## config.mk

```make
export PLATFORM = sky130hd
export DESIGN_NAME = ecpx_window
export DESIGN_NICKNAME = d
export VERILOG_FILES = /design/src/rtl/ecpx_pkg.sv /design/src/rtl/ecpx_rst_sync.sv /design/src/rtl/ecpx_test_fifo.sv /design/src/rtl/ecpx_ctrl_regs.sv /design/src/rtl/ecpx_read_port.sv /design/src/rtl/ecpx_window.sv
export SDC_FILE = /design/constraint.sdc
export NUM_CORES = 1
export LEC_CHECK = 0
export BUFFER_PORTS_ARGS = -buffer_cell sky130_fd_sc_hd__buf_2
export CORE_MARGIN = 1
export CORE_UTILIZATION = 30
export DETAILED_ROUTE_END_ITERATION = 10
export PLACE_DENSITY_LB_ADDON = 0.15
export REMOVE_ABC_BUFFERS = 1
export SYNTH_ARGS = -nofsm -noshare
export SYNTH_HDL_FRONTEND = slang
export SYNTH_HIERARCHICAL = 1
export SYNTH_SLANG_ARGS = --single-unit
export TNS_END_PERCENT = 50
```

## constraint.sdc

```tcl
create_clock -name clk -period 2.9 [get_ports clk]
set_input_delay 0.29 -clock clk [delete_from_list [all_inputs] [get_ports clk]]
set_output_delay 0.29 -clock clk [all_outputs]
set_load 0.005 [all_outputs]
```

## src/rtl/ecpx_pkg.sv

```systemverilog
package ecpx_pkg;

  localparam int unsigned BYTE_W = 8;
  localparam int unsigned ADDR_W = 3;

  typedef enum logic [2:0] {
    MODE_COMPAT   = 3'd0,
    MODE_BYTE     = 3'd1,
    MODE_PPFIFO   = 3'd2,
    MODE_ECPFIFO  = 3'd3,
    MODE_EPP      = 3'd4,
    MODE_RSVD     = 3'd5,
    MODE_FIFOTEST = 3'd6,
    MODE_CONFIG   = 3'd7
  } ecp_mode_e;

  localparam logic [ADDR_W-1:0] OFS_DATA = 3'd0;
  localparam logic [ADDR_W-1:0] OFS_CFGB = 3'd1;
  localparam logic [ADDR_W-1:0] OFS_ECR  = 3'd2;
  localparam logic [ADDR_W-1:0] OFS_CFGA = 3'd3;

  localparam logic [1:0] ST_SOME  = 2'b00;
  localparam logic [1:0] ST_EMPTY = 2'b01;
  localparam logic [1:0] ST_FULL  = 2'b10;

  localparam logic [2:0] WIDTH_CODE_8 = 3'd1;
  localparam logic [BYTE_W-1:0] IDLE_BYTE = 8'hFF;

endpackage

```

## src/rtl/ecpx_rst_sync.sv

```systemverilog
module ecpx_rst_sync (
  input  logic clk,
  input  logic rst_n,
  output logic rst_sync_n
);
  logic [1:0] stage_q;

  always_ff @(posedge clk or negedge rst_n) begin
    if (!rst_n) stage_q <= 2'b00;
    else        stage_q <= {stage_q[0], 1'b1};
  end

  assign rst_sync_n = stage_q[1];
endmodule

```

## src/rtl/ecpx_test_fifo.sv

```systemverilog
module ecpx_test_fifo #(
  parameter int unsigned DATA_W = 8,
  parameter int unsigned DEPTH  = 2
) (
  input  logic              clk,
  input  logic              rst_n,
  input  logic              push,
  input  logic              pop,
  input  logic              flush,
  input  logic [DATA_W-1:0] wdata,
  output logic [DATA_W-1:0] head,
  output logic              empty,
  output logic              full
);
  localparam int unsigned PTR_W = (DEPTH > 1) ? $clog2(DEPTH) : 1;
  localparam int unsigned CNT_W = $clog2(DEPTH + 1);
  localparam logic [PTR_W-1:0] LAST_PTR = PTR_W'(DEPTH - 1);
  localparam logic [CNT_W-1:0] FULL_CNT = CNT_W'(DEPTH);

  logic [DATA_W-1:0] mem_q [DEPTH];
  logic [PTR_W-1:0]  wr_ptr_q, wr_ptr_d;
  logic [PTR_W-1:0]  rd_ptr_q, rd_ptr_d;
  logic [CNT_W-1:0]  cnt_q, cnt_d;
  logic              push_ok, pop_ok;

  assign empty   = (cnt_q == '0);
  assign full    = (cnt_q == FULL_CNT);
  assign push_ok = push && !full && !flush;
  assign pop_ok  = pop && !empty && !flush;
  assign head    = mem_q[rd_ptr_q];

  always_comb begin
    wr_ptr_d = wr_ptr_q;
    rd_ptr_d = rd_ptr_q;
    cnt_d    = cnt_q;
    if (flush) begin
      wr_ptr_d = '0;
      rd_ptr_d = '0;
      cnt_d    = '0;
    end else begin
      if (push_ok) wr_ptr_d = (wr_ptr_q == LAST_PTR) ? '0 : wr_ptr_q + 1'b1;
      if (pop_ok)  rd_ptr_d = (rd_ptr_q == LAST_PTR) ? '0 : rd_ptr_q + 1'b1;
      case ({push_ok, pop_ok})
        2'b10:   cnt_d = cnt_q + 1'b1;
        2'b01:   cnt_d = cnt_q - 1'b1;
        default: cnt_d = cnt_q;
      endcase
    end
  end

  always_ff @(posedge clk or negedge rst_n) begin
    if (!rst_n) begin
      wr_ptr_q <= '0;
      rd_ptr_q <= '0;
      cnt_q    <= '0;
    end else begin
      wr_ptr_q <= wr_ptr_d;
      rd_ptr_q <= rd_ptr_d;
      cnt_q    <= cnt_d;
    end
  end

  always_ff @(posedge clk) begin
    if (push_ok) mem_q[wr_ptr_q] <= wdata;
  end

  assert_count_bound_R3: assert property (@(posedge clk) disable iff (!rst_n)
    cnt_q <= FULL_CNT);
  assert_full_push_drop_R5: assert property (@(posedge clk) disable iff (!rst_n)
    (full && push && !pop && !flush) |=> (full && $stable(wr_ptr_q)));
  assert_empty_pop_hold_R6: assert property (@(posedge clk) disable iff (!rst_n)
    (empty && pop && !push && !flush) |=> (empty && $stable(rd_ptr_q)));
  assert_flush_empties_R7: assert property (@(posedge clk) disable iff (!rst_n)
    flush |=> empty);
endmodule

```

## src/rtl/ecpx_ctrl_regs.sv

```systemverilog
module ecpx_ctrl_regs
  import ecpx_pkg::*;
(
  input  logic              clk,
  input  logic              rst_n,
  input  logic              wr,
  input  logic [ADDR_W-1:0] addr,
  input  logic [BYTE_W-1:0] wdata,
  input  logic              fifo_full,
  output ecp_mode_e         mode,
  output logic [2:0]        ctl_bits,
  output logic [BYTE_W-1:0] cfgb,
  output logic [BYTE_W-1:0] data_reg,
  output logic              flush,
  output logic              push
);
  ecp_mode_e         mode_q, mode_d;
  logic [2:0]        ctl_q, ctl_d;
  logic [BYTE_W-1:0] cfgb_q, cfgb_d;
  logic [BYTE_W-1:0] data_q, data_d;
  logic              ecr_we, cfgb_we, ofs0_we, test_mode;

  assign test_mode = (mode_q == MODE_FIFOTEST);
  assign ecr_we    = wr && (addr == OFS_ECR);
  assign cfgb_we   = wr && (addr == OFS_CFGB);
  assign ofs0_we   = wr && (addr == OFS_DATA);

  always_comb begin
    mode_d = mode_q;
    ctl_d  = ctl_q;
    cfgb_d = cfgb_q;
    data_d = data_q;
    if (ecr_we) begin
      mode_d = ecp_mode_e'(wdata[7:5]);
      ctl_d  = wdata[4:2];
    end
    if (cfgb_we) cfgb_d = wdata;
    if (ofs0_we && !test_mode) data_d = wdata;
  end

  always_ff @(posedge clk or negedge rst_n) begin
    if (!rst_n) begin
      mode_q <= MODE_COMPAT;
      ctl_q  <= '0;
      cfgb_q <= '0;
      data_q <= '0;
    end else begin
      mode_q <= mode_d;
      ctl_q  <= ctl_d;
      cfgb_q <= cfgb_d;
      data_q <= data_d;
    end
  end

  assign flush    = ecr_we && (wdata[7:5] != mode_q);
  assign push     = ofs0_we && test_mode && !fifo_full;
  assign mode     = mode_q;
  assign ctl_bits = ctl_q;
  assign cfgb     = cfgb_q;
  assign data_reg = data_q;

  assert_data_kept_in_test_R8: assert property (@(posedge clk) disable iff (!rst_n)
    (ofs0_we && test_mode) |=> $stable(data_q));
  assert_mode_follows_write_R2: assert property (@(posedge clk) disable iff (!rst_n)
    ecr_we |=> (mode_q == $past(wdata[7:5])));
endmodule

```

## src/rtl/ecpx_read_port.sv

```systemverilog
module ecpx_read_port
  import ecpx_pkg::*;
(
  input  logic              clk,
  input  logic              rst_n,
  input  logic              rd,
  input  logic [ADDR_W-1:0] addr,
  input  ecp_mode_e         mode,
  input  logic [2:0]        ctl_bits,
  input  logic [BYTE_W-1:0] cfgb,
  input  logic [BYTE_W-1:0] data_reg,
  input  logic [BYTE_W-1:0] fifo_head,
  input  logic              fifo_empty,
  input  logic              fifo_full,
  output logic              pop,
  output logic [BYTE_W-1:0] rdata,
  output logic              rvalid
);
  logic [BYTE_W-1:0] sel_byte;
  logic [BYTE_W-1:0] rdata_q, rdata_d;
  logic              rvalid_q;
  logic [1:0]        status;
  logic              test_mode;

  assign test_mode = (mode == MODE_FIFOTEST);
  assign status    = fifo_empty ? ST_EMPTY : (fifo_full ? ST_FULL : ST_SOME);
  assign pop       = rd && (addr == OFS_DATA) && test_mode && !fifo_empty;

  always_comb begin
    case (addr)
      OFS_DATA: sel_byte = test_mode ? (fifo_empty ? IDLE_BYTE : fifo_head) : data_reg;
      OFS_CFGB: sel_byte = cfgb;
      OFS_ECR:  sel_byte = {mode, ctl_bits, status};
      OFS_CFGA: sel_byte = {1'b0, WIDTH_CODE_8, 4'b0000};
      default:  sel_byte = IDLE_BYTE;
    endcase
    rdata_d = rd ? sel_byte : rdata_q;
  end

  always_ff @(posedge clk or negedge rst_n) begin
    if (!rst_n) begin
      rdata_q  <= '0;
      rvalid_q <= 1'b0;
    end else begin
      rdata_q  <= rdata_d;
      rvalid_q <= rd;
    end
  end

  assign rdata  = rdata_q;
  assign rvalid = rvalid_q;

  assert_status_legal_R3: assert property (@(posedge clk) disable iff (!rst_n)
    status != 2'b11);
  assert_rvalid_follows_R11: assert property (@(posedge clk) disable iff (!rst_n)
    rd |=> rvalid);
  assert_rvalid_quiet_R11: assert property (@(posedge clk) disable iff (!rst_n)
    !rd |=> !rvalid);
endmodule

```

## src/rtl/ecpx_window.sv

```systemverilog
module ecpx_window
  import ecpx_pkg::*;
#(
  parameter int unsigned FIFO_DEPTH = 2
) (
  input  logic              clk,
  input  logic              rst_n,
  input  logic [2:0]        bus_addr,
  input  logic              bus_wr,
  input  logic              bus_rd,
  input  logic [7:0]        bus_wdata,
  output logic [7:0]        bus_rdata,
  output logic              bus_rvalid
);
  logic              rst_sync_n;
  ecp_mode_e         mode;
  logic [2:0]        ctl_bits;
  logic [BYTE_W-1:0] cfgb, data_reg, fifo_head;
  logic              flush, push, pop, fifo_empty, fifo_full;

  ecpx_rst_sync u_rst (
    .clk        (clk),
    .rst_n      (rst_n),
    .rst_sync_n (rst_sync_n)
  );

  ecpx_ctrl_regs u_regs (
    .clk       (clk),
    .rst_n     (rst_sync_n),
    .wr        (bus_wr),
    .addr      (bus_addr),
    .wdata     (bus_wdata),
    .fifo_full (fifo_full),
    .mode      (mode),
    .ctl_bits  (ctl_bits),
    .cfgb      (cfgb),
    .data_reg  (data_reg),
    .flush     (flush),
    .push      (push)
  );

  ecpx_test_fifo #(
    .DATA_W (BYTE_W),
    .DEPTH  (FIFO_DEPTH)
  ) u_fifo (
    .clk   (clk),
    .rst_n (rst_sync_n),
    .push  (push),
    .pop   (pop),
    .flush (flush),
    .wdata (bus_wdata),
    .head  (fifo_head),
    .empty (fifo_empty),
    .full  (fifo_full)
  );

  ecpx_read_port u_rd (
    .clk        (clk),
    .rst_n      (rst_sync_n),
    .rd         (bus_rd),
    .addr       (bus_addr),
    .mode       (mode),
    .ctl_bits   (ctl_bits),
    .cfgb       (cfgb),
    .data_reg   (data_reg),
    .fifo_head  (fifo_head),
    .fifo_empty (fifo_empty),
    .fifo_full  (fifo_full),
    .pop        (pop),
    .rdata      (bus_rdata),
    .rvalid     (bus_rvalid)
  );

  assert_flush_not_push_R7: assert property (@(posedge clk) disable iff (!rst_sync_n)
    !(flush && push));
endmodule

```

### Word level (Yosys, flattened, before mapping)

Memory sizes are Yosys's and may differ from the RTL's.
Index checks and enable logic that the tools add are counted.

* RAM bits: 16
* word-level logic and storage cells: 61
* output and inout bits: 9
* flip-flop bits (word level): 37
* memories: 1
* input port bits: 15

Memory list
* u_fifo.mem_q: words 2, width 8, read ports 1, clocked after memory_dff 0, wr ports 1, line ecpx_test_fifo.sv:20 `logic [DATA_W-1:0] mem_q [DEPTH];`

* mux-type cells: 15
* add/subtract/negate cells: 4
* equal/unequal tests: 8
* reductions and logical operators: 23

Operator list (count)
* case mux 8 bit (4 select lines): 1
* two-way mux 8 bit: 2
* logical AND 1 bit: 14
* two-way mux 1 bit: 8
* equality test 3 x 2 -> 1 bit, second input constant: 2
* two-way mux 2 bit: 3
* equality test 2 bit, second input constant: 2
* logical NOT 1 bit: 4
* case mux 2 bit (2 select lines): 1
* nonzero test 2 bit: 2
* equality test 3 x 1 -> 1 bit, second input constant: 1
* equality test 3 bit, second input constant: 1
* logical NOT 3 bit: 1
* != test 3 bit: 1
* nonzero test 3 bit: 1
* adder 1 bit, second input constant: 2
* adder 2 x 1 -> 2 bit, second input constant: 1
* equality test 2 x 1 -> 1 bit, second input constant: 1
* logical NOT 2 bit: 1
* subtractor 2 x 1 -> 2 bit, second input constant: 1

### Logic depth before layout (Yosys ltp)

Gate-level depths: netlist of run 1.

* word-level depth: 9
* gate-level depth with buffers: 7
* mapped depth without buffers: 6

### Cells and area by module

The synthesis of run 1 kept the hierarchy.

Modules (own cells, without submodules)
* ecpx_ctrl_regs: cells each 56, area each 943.4 um^2, times used 1, sequential area each 550.5 um^2
* ecpx_test_fifo: cells each 50, area each 795.8 um^2, times used 1, sequential area each 580.6 um^2
* ecpx_read_port: cells each 55, area each 539.3 um^2, times used 1, sequential area each 225.2 um^2
* ecpx_rst_sync: cells each 3, area each 53.8 um^2, times used 1, sequential area each 50.0 um^2

### Least setup slack after synthesis of run 1

Ideal clock, no wire load.

* path kind: reg-to-reg
* from: register u_regs.mode_q[0] (netlist: u_regs/mode[0])
* to: memory u_fifo.mem_q[1][0] (enable)
* path buffers: 0
* cell stages (with the launch flop): 6
* data arrival time: 2166 ps
* setup slack: 348 ps
* cell sequence: dfrtp_1 -> nand3b_1 -> or4_2 -> nor2_1 -> nand2b_1 -> nor3b_1

* word-level cells in the longest chain between the ends: 7
* elaborated cells between the ends (all ways): 10
* those cells by class: 2 x eq/ne; 2 x mux; 6 x reduce/logical

Ends and longest elaborated chain
* start, declared: line ecpx_ctrl_regs.sv:17 `ecp_mode_e mode_q, mode_d;`
* start signal, assigned: line ecpx_ctrl_regs.sv:48 `mode_q <= mode_d;`
* equality test 3 bit: line ecpx_ctrl_regs.sv:23 `assign test_mode = (mode_q == MODE_FIFOTEST);`
* logical AND 1 bit (2 in series): line ecpx_ctrl_regs.sv:56 `assign push = ofs0_we && test_mode && !fifo_full;`
* via push: line ecpx_window.sv:19 `logic flush, push, pop, fifo_empty, fifo_full;`
* logical AND 1 bit (2 in series): line ecpx_test_fifo.sv:28 `assign push_ok = push && !full && !flush;`
* two-way mux 1 bit: line ecpx_test_fifo.sv:64 `if (push_ok) mem_q[wr_ptr_q] <= wdata;`
* two-way mux 1 bit (not written as such): line ecpx_test_fifo.sv:64
* end, declared: line ecpx_test_fifo.sv:20

The timed path passes the listed nets, and every way through them passes these cells.

### Final worst setup path of run 1

Same ends and word-level chain as after synthesis.

==> summary.md, run 1 <==
| Metric | Value |
|---|---|
| Area enclosed by the die boundary | `8130 sq um` |
| Reg-to-reg slack, setup | `0.55 ns` |
| Area share of fa/ha/maj cells after synthesis | `0%` |
| Static Leakage | `1.04 nW` |
| Compound-cell area share of the yosys netlist | `9.92%` |
| Cts bufs inserted | `5` |
| Iteration count of the initial detailed-routing pass | `4` |
| Nets@finish | `209` |
| Switching Fraction | `26.0%` |
| Max Freq | `0.425 GHz` |
| GRT Overall Usage | `14.6%` |
| Clock tree from TritonCTS | `yes` |
| Worst skew pair latency | `0.30 ns` |
| DRC violation total after the first TritonRoute iteration | `75` |
| Routed length on met2 | `2500 microns` |
| Post-DP HPWL | `3730 microns` |
| Post-placement worst setup slack | `0.560 ns` |
| Maximum number of pins on one net before global-route repair | `19` |
| CP max FO | `8` |
| Number of register bits inferred by synthesis | `53` |
| Setup TNS | `0 ns` |
| Final critical-path required period | `2.35 ns` |
| Xor and xnor fraction of the mapped netlist area | `1.50%` |
| Starting utilization of the core area | `31.6%` |
| Netlist Area Pre-Place | `2330 sq um` |
| Vias in the first global route | `1,580` |
| Final routed wirelength across all metal layers | `5440 microns` |
| Area share of and/or/nand/nor cells after synthesis | `10.1%` |
| Top Ports | `24` |
| Buffer depth of the longest clock path | `2` |
| Post-DRT Antenna Nets | `0` |
| Clock tree root driver cell | `sky130_fd_sc_hd__clkbuf_8` |
| Placeable core region | `7370 sq um` |
| Most common cell after layout, fill and taps aside | `sky130_fd_sc_hd__dfrtp_1` |
| Startpoint type of the worst setup path | `flip-flop` |
| Synth-to-Final Area Change | `13.9%` |
| Number of antenna cells inserted | `0` |
| Depth of the CTS H-tree | `2` |
| Synthesized area per cell | `14.2 sq um` |
| Minimum setup slack in the final design | `0.549 ns` |
| Die extent in y | `90.2 microns` |
| Setup repair after global routing missed its margin | `false` |
| Slew HR | `46.7%` |
| Via count | `1,467` |
| Buffers inserted during post-CTS setup optimization | `0` |
| IO Port Bufs | `23` |
| Die outline width | `90.2 microns` |
| Sum of met3 wire segment lengths after detailed routing | `224 microns` |
| Sequential-to-total area share from yosys stat | `60.3%` |
| Placement Cell Area | `2560 sq um` |
| Most frequent cells in the layout | `sky130_fd_sc_hd__dfrtp_1 (37), sky130_fd_sc_hd__buf_2 (23), sky130_fd_sc_hd__mux2_2 (19)` |
| Pins Over Slew Limit | `0` |
| Wire length of the first global-routing pass | `8880 microns` |
| Register with the most flip-flops | `u_fifo/mem_q` |
| Kind of capture point of the worst setup path | `flip-flop` |
| Max-capacitance violation count | `0` |
| Share of cells above drive strength 1 | `34.9%` |
| Antenna violations before repair | `0` |
| Final Skew | `0.00719 ns` |
| Post-synth cell types | `38` |
| Relative contribution of combinational cells to total power | `14.3%` |
| Multiplexer share of the synthesized area | `15.8%` |
| Number of flip-flops in the largest register | `16` |
| Met1 Wirelength | `2660 microns` |
| Post-Layout Inst Area | `2660 sq um` |
| Clock Sinks | `53` |
| Fraction of the cycle the final worst path needs | `81.1%` |
| Maximum vdd drop | `184 uV` |
| Power Dens Cells | `589 nW/um^2` |
| Number of setup violations in the final report | `0` |
| Critical path class | `reg2reg` |
| Req. time, crit path | `2.92 ns` |
| Number of warnings printed during yosys synthesis | `6` |
| Row Count | `31` |
| Total overflow reported by the global router | `0` |
| Via/cell ratio | `4.99` |
| Number of instances in the synthesized netlist | `164` |
| Result of the run | `completed` |
| Total net switching power | `0.408 mW` |
| Sequential fraction of design power | `59.3%` |
| Final Power | `1.57 mW` |
| DRC | `0` |
| Proportion of power drawn by the clock network | `26.4%` |
| Largest family of logic cells by synthesized area | `multiplexers` |
| Clock-pin slew on the worst setup and hold paths | `0.09 ns` |
| Signal arrival time at the worst endpoint | `2.37 ns` |
| Final GP Congestion | `0.731` |
| Routed wirelength normalized by instance count | `18.5 microns` |
| Total internal power | `1.16 mW` |
| Worst-Margin Slew | `0.797 ns` |
| Fin. Hold Viols | `0` |
| Type of the most critical hold path | `in2reg` |
| Max Used Layer | `met4` |
==> per-layer routing <==
| metal | vias up | track usage (%) |
|---|---|---|
| met5 | - | 0 |
| met2 | 30 | 22.1 |
| li1 | 680 | - |
| met1 | 752 | 21.0 |
| met4 | 0 | 4.44 |
| met3 | 5 | 2.71 |
==> synth_stat cells <==
master	n	area share, %
sky130_fd_sc_hd__and3b_1	1	0.38
sky130_fd_sc_hd__o32a_1	1	0.43
sky130_fd_sc_hd__buf_6	3	1.4
sky130_fd_sc_hd__or4_2	1	0.38
sky130_fd_sc_hd__nor3_2	1	0.43
sky130_fd_sc_hd__mux2_4	8	5.2
sky130_fd_sc_hd__nand4bb_1	1	0.48
sky130_fd_sc_hd__or3_1	1	0.27
sky130_fd_sc_hd__nor2b_1	3	0.80
sky130_fd_sc_hd__nand2b_4	1	0.59
sky130_fd_sc_hd__mux2_2	19	9.2
sky130_fd_sc_hd__nand3b_1	2	0.64
sky130_fd_sc_hd__o221ai_1	7	2.6
sky130_fd_sc_hd__inv_2	1	0.16
sky130_fd_sc_hd__nor2_1	14	2.3
sky130_fd_sc_hd__a221oi_1	7	2.6
sky130_fd_sc_hd__nand3_1	1	0.21
sky130_fd_sc_hd__o21ai_0	2	0.43
sky130_fd_sc_hd__nor4b_1	1	0.38
sky130_fd_sc_hd__clkbuf_1	1	0.16
sky130_fd_sc_hd__a31oi_1	1	0.27
sky130_fd_sc_hd__a21oi_1	10	2.1
sky130_fd_sc_hd__or4b_1	2	0.86
sky130_fd_sc_hd__nor3b_1	1	0.32
sky130_fd_sc_hd__o221a_1	1	0.48
sky130_fd_sc_hd__dfrtp_1	37	40
sky130_fd_sc_hd__nor3_1	1	0.21
sky130_fd_sc_hd__conb_1	1	0.16
sky130_fd_sc_hd__nor3b_2	2	1.1
sky130_fd_sc_hd__nand2b_1	2	0.54
sky130_fd_sc_hd__edfxtp_1	16	21
sky130_fd_sc_hd__o31a_1	1	0.38
sky130_fd_sc_hd__mux2_1	3	1.4
sky130_fd_sc_hd__xor2_1	4	1.5
sky130_fd_sc_hd__o21ai_1	1	0.21
sky130_fd_sc_hd__buf_2	2	0.43
sky130_fd_sc_hd__a22oi_1	1	0.32
sky130_fd_sc_hd__nand2_1	2	0.32
==> path summary, 6_finish.rpt <==
| check | from | endpoint | depth (start not counted) |
|---|---|---|---|
| max | u_regs/mode[0] | u_fifo/mem_q[1][0] | 6 |
| max reg2reg | u_regs/mode[0] | u_fifo/mem_q[1][0] | 6 |
| max in group asynchronous | u_rst/stage_q[1] | u_regs/ctl_bits[2] | 1 |
| min in group asynchronous | rst_n | u_rst/stage_q[0] | 2 |
| min reg2reg | u_rst/stage_q[1] | u_rd/rdata[5] | 0 |
| min | bus_wdata[2] | u_fifo/mem_q[0][2] | 1 |
==> cell type report <==
class / instances / area, sq um
fillers: 742 / 4710
flip-flops and latches: 53 / 1410
multi-input cells: 104 / 875
repair buffers: 29 / 163
well taps: 99 / 124
clock buffers: 6 / 72.6
clock inverters: 2 / 13.8
inverters: 1 / 3.75
==> worst max-delay path, stage by stage (launching register included) <==
cell and delay, ns:
sky130_fd_sc_hd__dfrtp_1 0.44, sky130_fd_sc_hd__nand3b_1 0.20, sky130_fd_sc_hd__or4_2 0.56, sky130_fd_sc_hd__nor2_1 0.33
sky130_fd_sc_hd__nand2b_1 0.13, sky130_fd_sc_hd__nor3b_1 0.22, sky130_fd_sc_hd__buf_4 0.21
==> power groups by stage <==
| stage | combinational, mW | sequential, mW | clock, mW |
|---|---|---|---|
| CTS | 0.226 | 0.931 | 0.430 |
| global route | 0.245 | 0.946 | 0.466 |
| detailed placement | 0.224 | 0.946 | 0 |
| finish | 0.224 | 0.929 | 0.413 |
| global placement | 0.220 | 0.942 | 0 |
| floorplan | 0.144 | 0.932 | 0 |
==> through the flow <==
stage / utilization [%] / hold slack (ns) / std cells
final: 36.1 / 0.217 / 294
after global routing: 36.1 / 0.199 / 294
after CTS: 36.1 / 0.210 / 294
after detailed placement: 34.8 / 0.0780 / 285
after global placement: 34.8 / 0.0741 / 285
after floorplan: - / -0.00559 / 158
==> repair_timing <==
action,in CTS,in global routing
hold buffers,1,0
endpoints found under the setup margin,0,0
hold endpoints to repair,2,0
gates resized for setup,0,0
==> cells by family (layout without fill, tap and decap cells) <==
family / Yosys count / in the layout
DFF: 53 / 53
other: 1 / 1
xor gates and xnor gates: 4 / 4
AOI/OAI and AO/OA: 32 / 32
buffers and inverters: 7 / 38
muxes: 30 / 30
and+or+nand+nor: 37 / 37
Power figures use the tool's default switching activity.
==> run 2: changes to the inputs <==
==> constraint.sdc (replaced) <==
create_clock -name clk -period 2.4 [get_ports clk]
set_input_delay 0.24 -clock clk [delete_from_list [all_inputs] [get_ports clk]]
set_output_delay 0.24 -clock clk [all_outputs]
set_load 0.005 [all_outputs]
==> summary.md, run 2 (same netlist as run 1, synthesis figures left out) <==
| Metric | Value |
|---|---|
| Critical path buffers and inverters | `2` |
| Share of cells above drive strength 1 | `35.9%` |
| Top Ports | `24` |
| Reg2Reg Launch Point | `u_regs/mode[0]` |
| Row Count | `31` |
| Final critical-path required period | `2.20 ns` |
| Startpoint type of the worst setup path | `flip-flop` |
| Req. time, crit path | `2.61 ns` |
| Die extent in y | `90.2 microns` |
| Register with the most flip-flops | `u_fifo/mem_q` |
| Clock-pin slew on the worst setup and hold paths | `0.09 ns` |
| DRC | `0` |
| Power Dens Cells | `712 nW/um^2` |
| Fraction of the cycle the final worst path needs | `91.7%` |
| Footprint of the multi-input gates | `875 sq um` |
| Cts bufs inserted | `5` |
| Most common cell after layout, fill and taps aside | `sky130_fd_sc_hd__dfrtp_1` |
| Reg area | `1410 sq um` |
| Fin. Hold Viols | `0` |
| Buffers inserted during post-CTS setup optimization | `0` |
| Critical path's top delay family | `simple AND/OR/NAND/NOR gates` |
| Depth of the CTS H-tree | `2` |
| GRT Overall Usage | `13.7%` |
| Layout filler cell count | `737` |
| Iteration count of the initial detailed-routing pass | `4` |
| Setup repair after global routing missed its margin | `false` |
| Hold path start | `bus_wdata[1]` |
| Final Power | `1.91 mW` |
| Nets@finish | `212` |
| Via count | `1,475` |
| Result of the run | `completed` |
| Wire length of the first global-routing pass | `8500 microns` |
| Number of setup violations in the final report | `0` |
| Maximum number of pins on one net before global-route repair | `36` |
| Max Freq | `0.455 GHz` |
| Kind of capture point of the worst setup path | `flip-flop` |
| Buffer depth of the longest clock path | `2` |
| Resized Gates After CTS | `0` |
| Pins Over Slew Limit | `0` |
| Static Leakage | `1.06 nW` |
| IO Port Bufs | `23` |
| Starting utilization of the core area | `31.6%` |
| Slew HR | `50.9%` |
| Vias in the first global route | `1,562` |
| Number of antenna cells inserted | `0` |
| Post-DRT Antenna Nets | `0` |
| Post-DP HPWL | `3790 microns` |
| Worst-Margin Slew | `0.733 ns` |
| Type of the most critical hold path | `in2reg` |
| Clock Sinks | `53` |
| Core utilization of the finished layout | `36.5%` |
| Synth-to-Final Area Change | `15.2%` |
| Clock tree root driver cell | `sky130_fd_sc_hd__clkbuf_8` |
| Total of hold buffers inserted after clock tree synthesis | `1` |
| Signal arrival time at the worst endpoint | `2.41 ns` |
| Crit path cell chain | `nand3b_1 > or4_2 > nor2_1 > buf_4 > inv_2 > or4b_1 > a31oi_1` |
| Dpl cells | `288` |
| DRC violation total after the first TritonRoute iteration | `84` |
| Most frequent cells in the layout | `sky130_fd_sc_hd__dfrtp_1 (37), sky130_fd_sc_hd__buf_2 (23), sky130_fd_sc_hd__mux2_2 (19)` |
| Antenna violations before repair | `0` |
| Via/cell ratio | `4.97` |
| Routed wirelength normalized by instance count | `17.7 microns` |
| Worst skew pair latency | `0.30 ns` |
| Final Skew | `0.00904 ns` |
| Final GP Congestion | `0.764` |
| Max-capacitance violation count | `0` |
| Number of flip-flops in the largest register | `16` |
| Final Instance Count excl. Fillers | `297` |
| Critical-path top delay cell | `sky130_fd_sc_hd__or4_2` |
| Setup TNS | `0 ns` |
| Minimum setup slack in the final design | `0.200 ns` |
| Critical path class | `reg2reg` |
| Final routed wirelength across all metal layers | `5270 microns` |
| Die outline width | `90.2 microns` |
| Launching instance or port of the critical path | `u_regs/mode[0]` |
| Delay of the slowest critical-path stage | `0.55 ns` |
| CP max FO | `6` |
| Maximum vdd drop | `210 uV` |
| Placeable core region | `7370 sq um` |
| Post-placement worst setup slack | `0.228 ns` |
| Area enclosed by the die boundary | `8130 sq um` |
| Total overflow reported by the global router | `0` |
| Clock tree from TritonCTS | `yes` |
[run 2: changes by cell type in the layout (fill, tap and decap cells not counted), sizes merged]
cell and change:
buf +3, clkbuf +1, clkinv -1, clkinvlp +1, inv -1
[run 2: through the flow]
step | area (sq um) | hold slack (ns)
floorplan | 2280 | -0.0556
CTS | 2690 | 0.176
detailed placement | 2580 | 0.0289
global placement | 2580 | 0.0271
finish | 2690 | 0.182
global route | 2690 | 0.166
[run 2: cell type report]
class,count,share of cell area [%]
flip-flops and latches,53,52.3
clock inverters,1,0.279
well taps,99,4.61
clock buffers,7,3.21
repair buffers,32,6.89
inverters,1,0.140
multi-input cells,104,32.5
[run 2: final timing paths]
kind,endpoint,slack (ns),depth (start not counted)
hold reg to reg,u_regs/mode[2],0.28,1
setup reg to reg,u_fifo/cnt_q[1],0.20,7
hold / removal,u_fifo/mem_q[1][1],0.18,1
max in group asynchronous,u_regs/cfgb[1],1.80,1
setup / recovery,u_fifo/cnt_q[1],0.20,7
min in group asynchronous,u_rst/stage_q[0],0.24,2
[run 2: per-layer routing]
| metal | global-route usage, % | vias up | share of wire (%) |
|---|---|---|---|
| met5 | 0 | - | 0 |
| met4 | 3.90 | 0 | 0.87 |
| met3 | 2.88 | 4 | 5.6 |
| met2 | 21.9 | 43 | 46 |
| met1 | 18.8 | 742 | 47 |
| li1 | - | 686 | - |
[run 2: where the power goes]
| group | total (mW) | leakage [nW] | switching [mW] | internal (mW) |
|---|---|---|---|---|
| logic | 0.275 | 0.430 | 0.124 | 0.151 |
| clock network | 0.521 | 0.0445 | 0.286 | 0.235 |
| registers | 1.12 | 0.584 | 0.0766 | 1.04 |
==> run 3: changes to the inputs <==
==> constraint.sdc (replaced) <==
create_clock -name clk -period 2.4 [get_ports clk]
set_input_delay 0.36 -clock clk [delete_from_list [all_inputs] [get_ports clk]]
set_output_delay 0.36 -clock clk [all_outputs]
set_load 0.005 [all_outputs]
==> summary.md, run 3 (same netlist as run 1, synthesis figures left out) <==
| Metric | Value |
|---|---|
| Result of the run | `completed` |
| Fin. Hold Viols | `0` |
| Via count | `1,481` |
| Power Dens Cells | `707 nW/um^2` |
| Register with the most flip-flops | `u_fifo/mem_q` |
| Reg-to-reg slack, setup | `0.24 ns` |
| Vias in the first global route | `1,581` |
| Buffers inserted during post-CTS setup optimization | `0` |
| CP max FO | `8` |
| Die extent in y | `90.2 microns` |
| Placeable core region | `7370 sq um` |
| Top Ports | `24` |
| Number of antenna cells inserted | `0` |
| Clock Sinks | `53` |
| Worst-Margin Slew | `0.624 ns` |
| Signal arrival time at the worst endpoint | `2.18 ns` |
| Die outline width | `90.2 microns` |
| Routed wirelength normalized by instance count | `17.9 microns` |
| Critical path buffers and inverters | `2` |
| Setup repair after global routing missed its margin | `false` |
| Core utilization of the finished layout | `36.7%` |
| Placement Cell Area | `2610 sq um` |
| Synth-to-Final Area Change | `16.0%` |
| Max Freq | `0.462 GHz` |
| Req. time, crit path | `2.42 ns` |
| Met2 Resource Use GR | `22.5%` |
| Max-capacitance violation count | `0` |
| Buffer depth of the longest clock path | `2` |
| Critical path's top delay family | `simple AND/OR/NAND/NOR gates` |
| Number of setup violations in the final report | `0` |
| Number of flip-flops in the largest register | `16` |
| Worst skew pair latency | `0.31 ns` |
| Minimum setup slack in the final design | `0.237 ns` |
| Most frequent cells in the layout | `sky130_fd_sc_hd__dfrtp_1 (36), sky130_fd_sc_hd__buf_2 (23), sky130_fd_sc_hd__mux2_2 (19)` |
| DRC violation total after the first TritonRoute iteration | `113` |
| Critical path class | `reg2reg` |
| GRT Overall Usage | `14.6%` |
| Pins Over Slew Limit | `0` |
| Met3 track demand over resource | `2.88%` |
| Layout filler cell count | `743` |
| Post-Layout Inst Area | `2710 sq um` |
| Final Skew | `0.00833 ns` |
| Kind of capture point of the worst setup path | `flip-flop` |
| Maximum number of pins on one net before global-route repair | `36` |
| Slew HR | `58.4%` |
| Post-DRT Antenna Nets | `0` |
| Share of cells above drive strength 1 | `37.3%` |
| Delay of the slowest critical-path stage | `0.55 ns` |
| Area enclosed by the die boundary | `8130 sq um` |
| Maximum vdd drop | `299 uV` |
| Clock-pin slew on the worst setup and hold paths | `0.10 ns` |
| Antenna violations before repair | `0` |
| Fraction of the cycle the final worst path needs | `90.1%` |
| Static Leakage | `1.07 nW` |
| Total overflow reported by the global router | `0` |
| Final Power | `1.91 mW` |
| Type of the most critical hold path | `reg2async` |
| DRC | `0` |
| Most numerous cell on the critical path | `sky130_fd_sc_hd__buf_4` |
| Most common cell after layout, fill and taps aside | `sky130_fd_sc_hd__dfrtp_1` |
| Footprint of the multi-input gates | `875 sq um` |
| Clock tree root driver cell | `sky130_fd_sc_hd__clkbuf_8` |
| Final GP Congestion | `0.778` |
| Startpoint type of the worst setup path | `flip-flop` |
| Critical-path top delay cell | `sky130_fd_sc_hd__or4_2` |
| IO Port Bufs | `23` |
| Starting utilization of the core area | `31.6%` |
| Post-placement worst setup slack | `0.108 ns` |
| Final critical-path required period | `2.16 ns` |
| Reg area | `1410 sq um` |
| Depth of the CTS H-tree | `2` |
| Post-DP HPWL | `3840 microns` |
| Cts bufs inserted | `5` |
| Final routed wirelength across all metal layers | `5360 microns` |
| Via/cell ratio | `4.94` |
| Row Count | `31` |
| Met1 track demand over resource | `20.6%` |
| Clock tree from TritonCTS | `yes` |
| Wire length of the first global-routing pass | `9030 microns` |
| Peak-usage layer in the global routing report | `met2` |
| Nets@finish | `215` |
| Iteration count of the initial detailed-routing pass | `4` |
| Crit path cell chain | `nand3b_1 > or4_2 > nor2_1 > buf_4 > nand2b_1 > nor3b_1 > buf_4` |
## run 3: changes by cell type in the layout (fill, tap and decap cells not counted)
cell                         previous run  this run
sky130_fd_sc_hd__clkbuf_8               6         5
sky130_fd_sc_hd__dfrtp_2                0         1
sky130_fd_sc_hd__clkinvlp_4             1         2
sky130_fd_sc_hd__buf_4                  8        11
sky130_fd_sc_hd__dfrtp_1               37        36
## run 3: where the power goes
part | switching [mW] | internal (mW)
clock network | 0.295 | 0.206
registers | 0.0706 | 1.04
logic | 0.136 | 0.161
total | 0.502 | 1.41
## run 3: per-stage QoR
stage	cells	hold slack [ns]	setup TNS, ns
final	300	0.285	0
after detailed placement	291	0.147	0
after global routing	300	0.284	0
after floorplan	158	0.0644	-1.76
after CTS	300	0.280	0
after global placement	291	0.148	0
## run 3: final timing paths
path / from / to / cells past startpoint
worst max-delay path: u_regs/mode[0] / u_fifo/mem_q[1][4] / 7
worst min-delay path: u_rst/stage_q[1] / u_rd/rdata[5] / 1
min in group clk: bus_wdata[0] / u_fifo/mem_q[0][0] / 1
worst max register to register: u_regs/mode[0] / u_fifo/mem_q[1][4] / 7
max in group asynchronous: u_rst/stage_q[1] / u_regs/mode[2] / 1
worst min register to register: u_rst/stage_q[1] / u_rd/rdata[5] / 1
## run 3: layout make-up
class                      count  share of cell area (%)
clock inverter                 2                   0.555
tap                           99                    4.58
multi-input combinational    104                    32.3
timing repair buffer          35                    7.68
clock buffer                   6                    2.68
sequential                    53                    52.0
inverter                       1                   0.139
## run 3: worst register-to-register path, cell delays in order, from the launching register on
cell and delay (ns):
sky130_fd_sc_hd__dfrtp_1 0.39, sky130_fd_sc_hd__nand3b_1 0.17, sky130_fd_sc_hd__or4_2 0.55, sky130_fd_sc_hd__nor2_1 0.11, sky130_fd_sc_hd__buf_4 0.15, sky130_fd_sc_hd__nand2b_1 0.07, sky130_fd_sc_hd__nor3b_1 0.21, sky130_fd_sc_hd__buf_4 0.22
## run 3: layer usage
metal  part of all wire [%]  up-vias  routed length, microns
met5                      0        -                       0
met4                    1.1        0                      57
met3                    3.0        7                     162
met2                     46       24                    2490
met1                     49      754                    2650
li1                       -      696                       -
## run 3: repair_timing
| item | 4_1_cts | 5_1_grt |
|---|---|---|
| hold buffers | 1 | 0 |
| endpoints found under the setup margin | 0 | 5 |
| gates resized for setup | 0 | 1 |
| endpoints found under the hold margin | 2 | 0 |
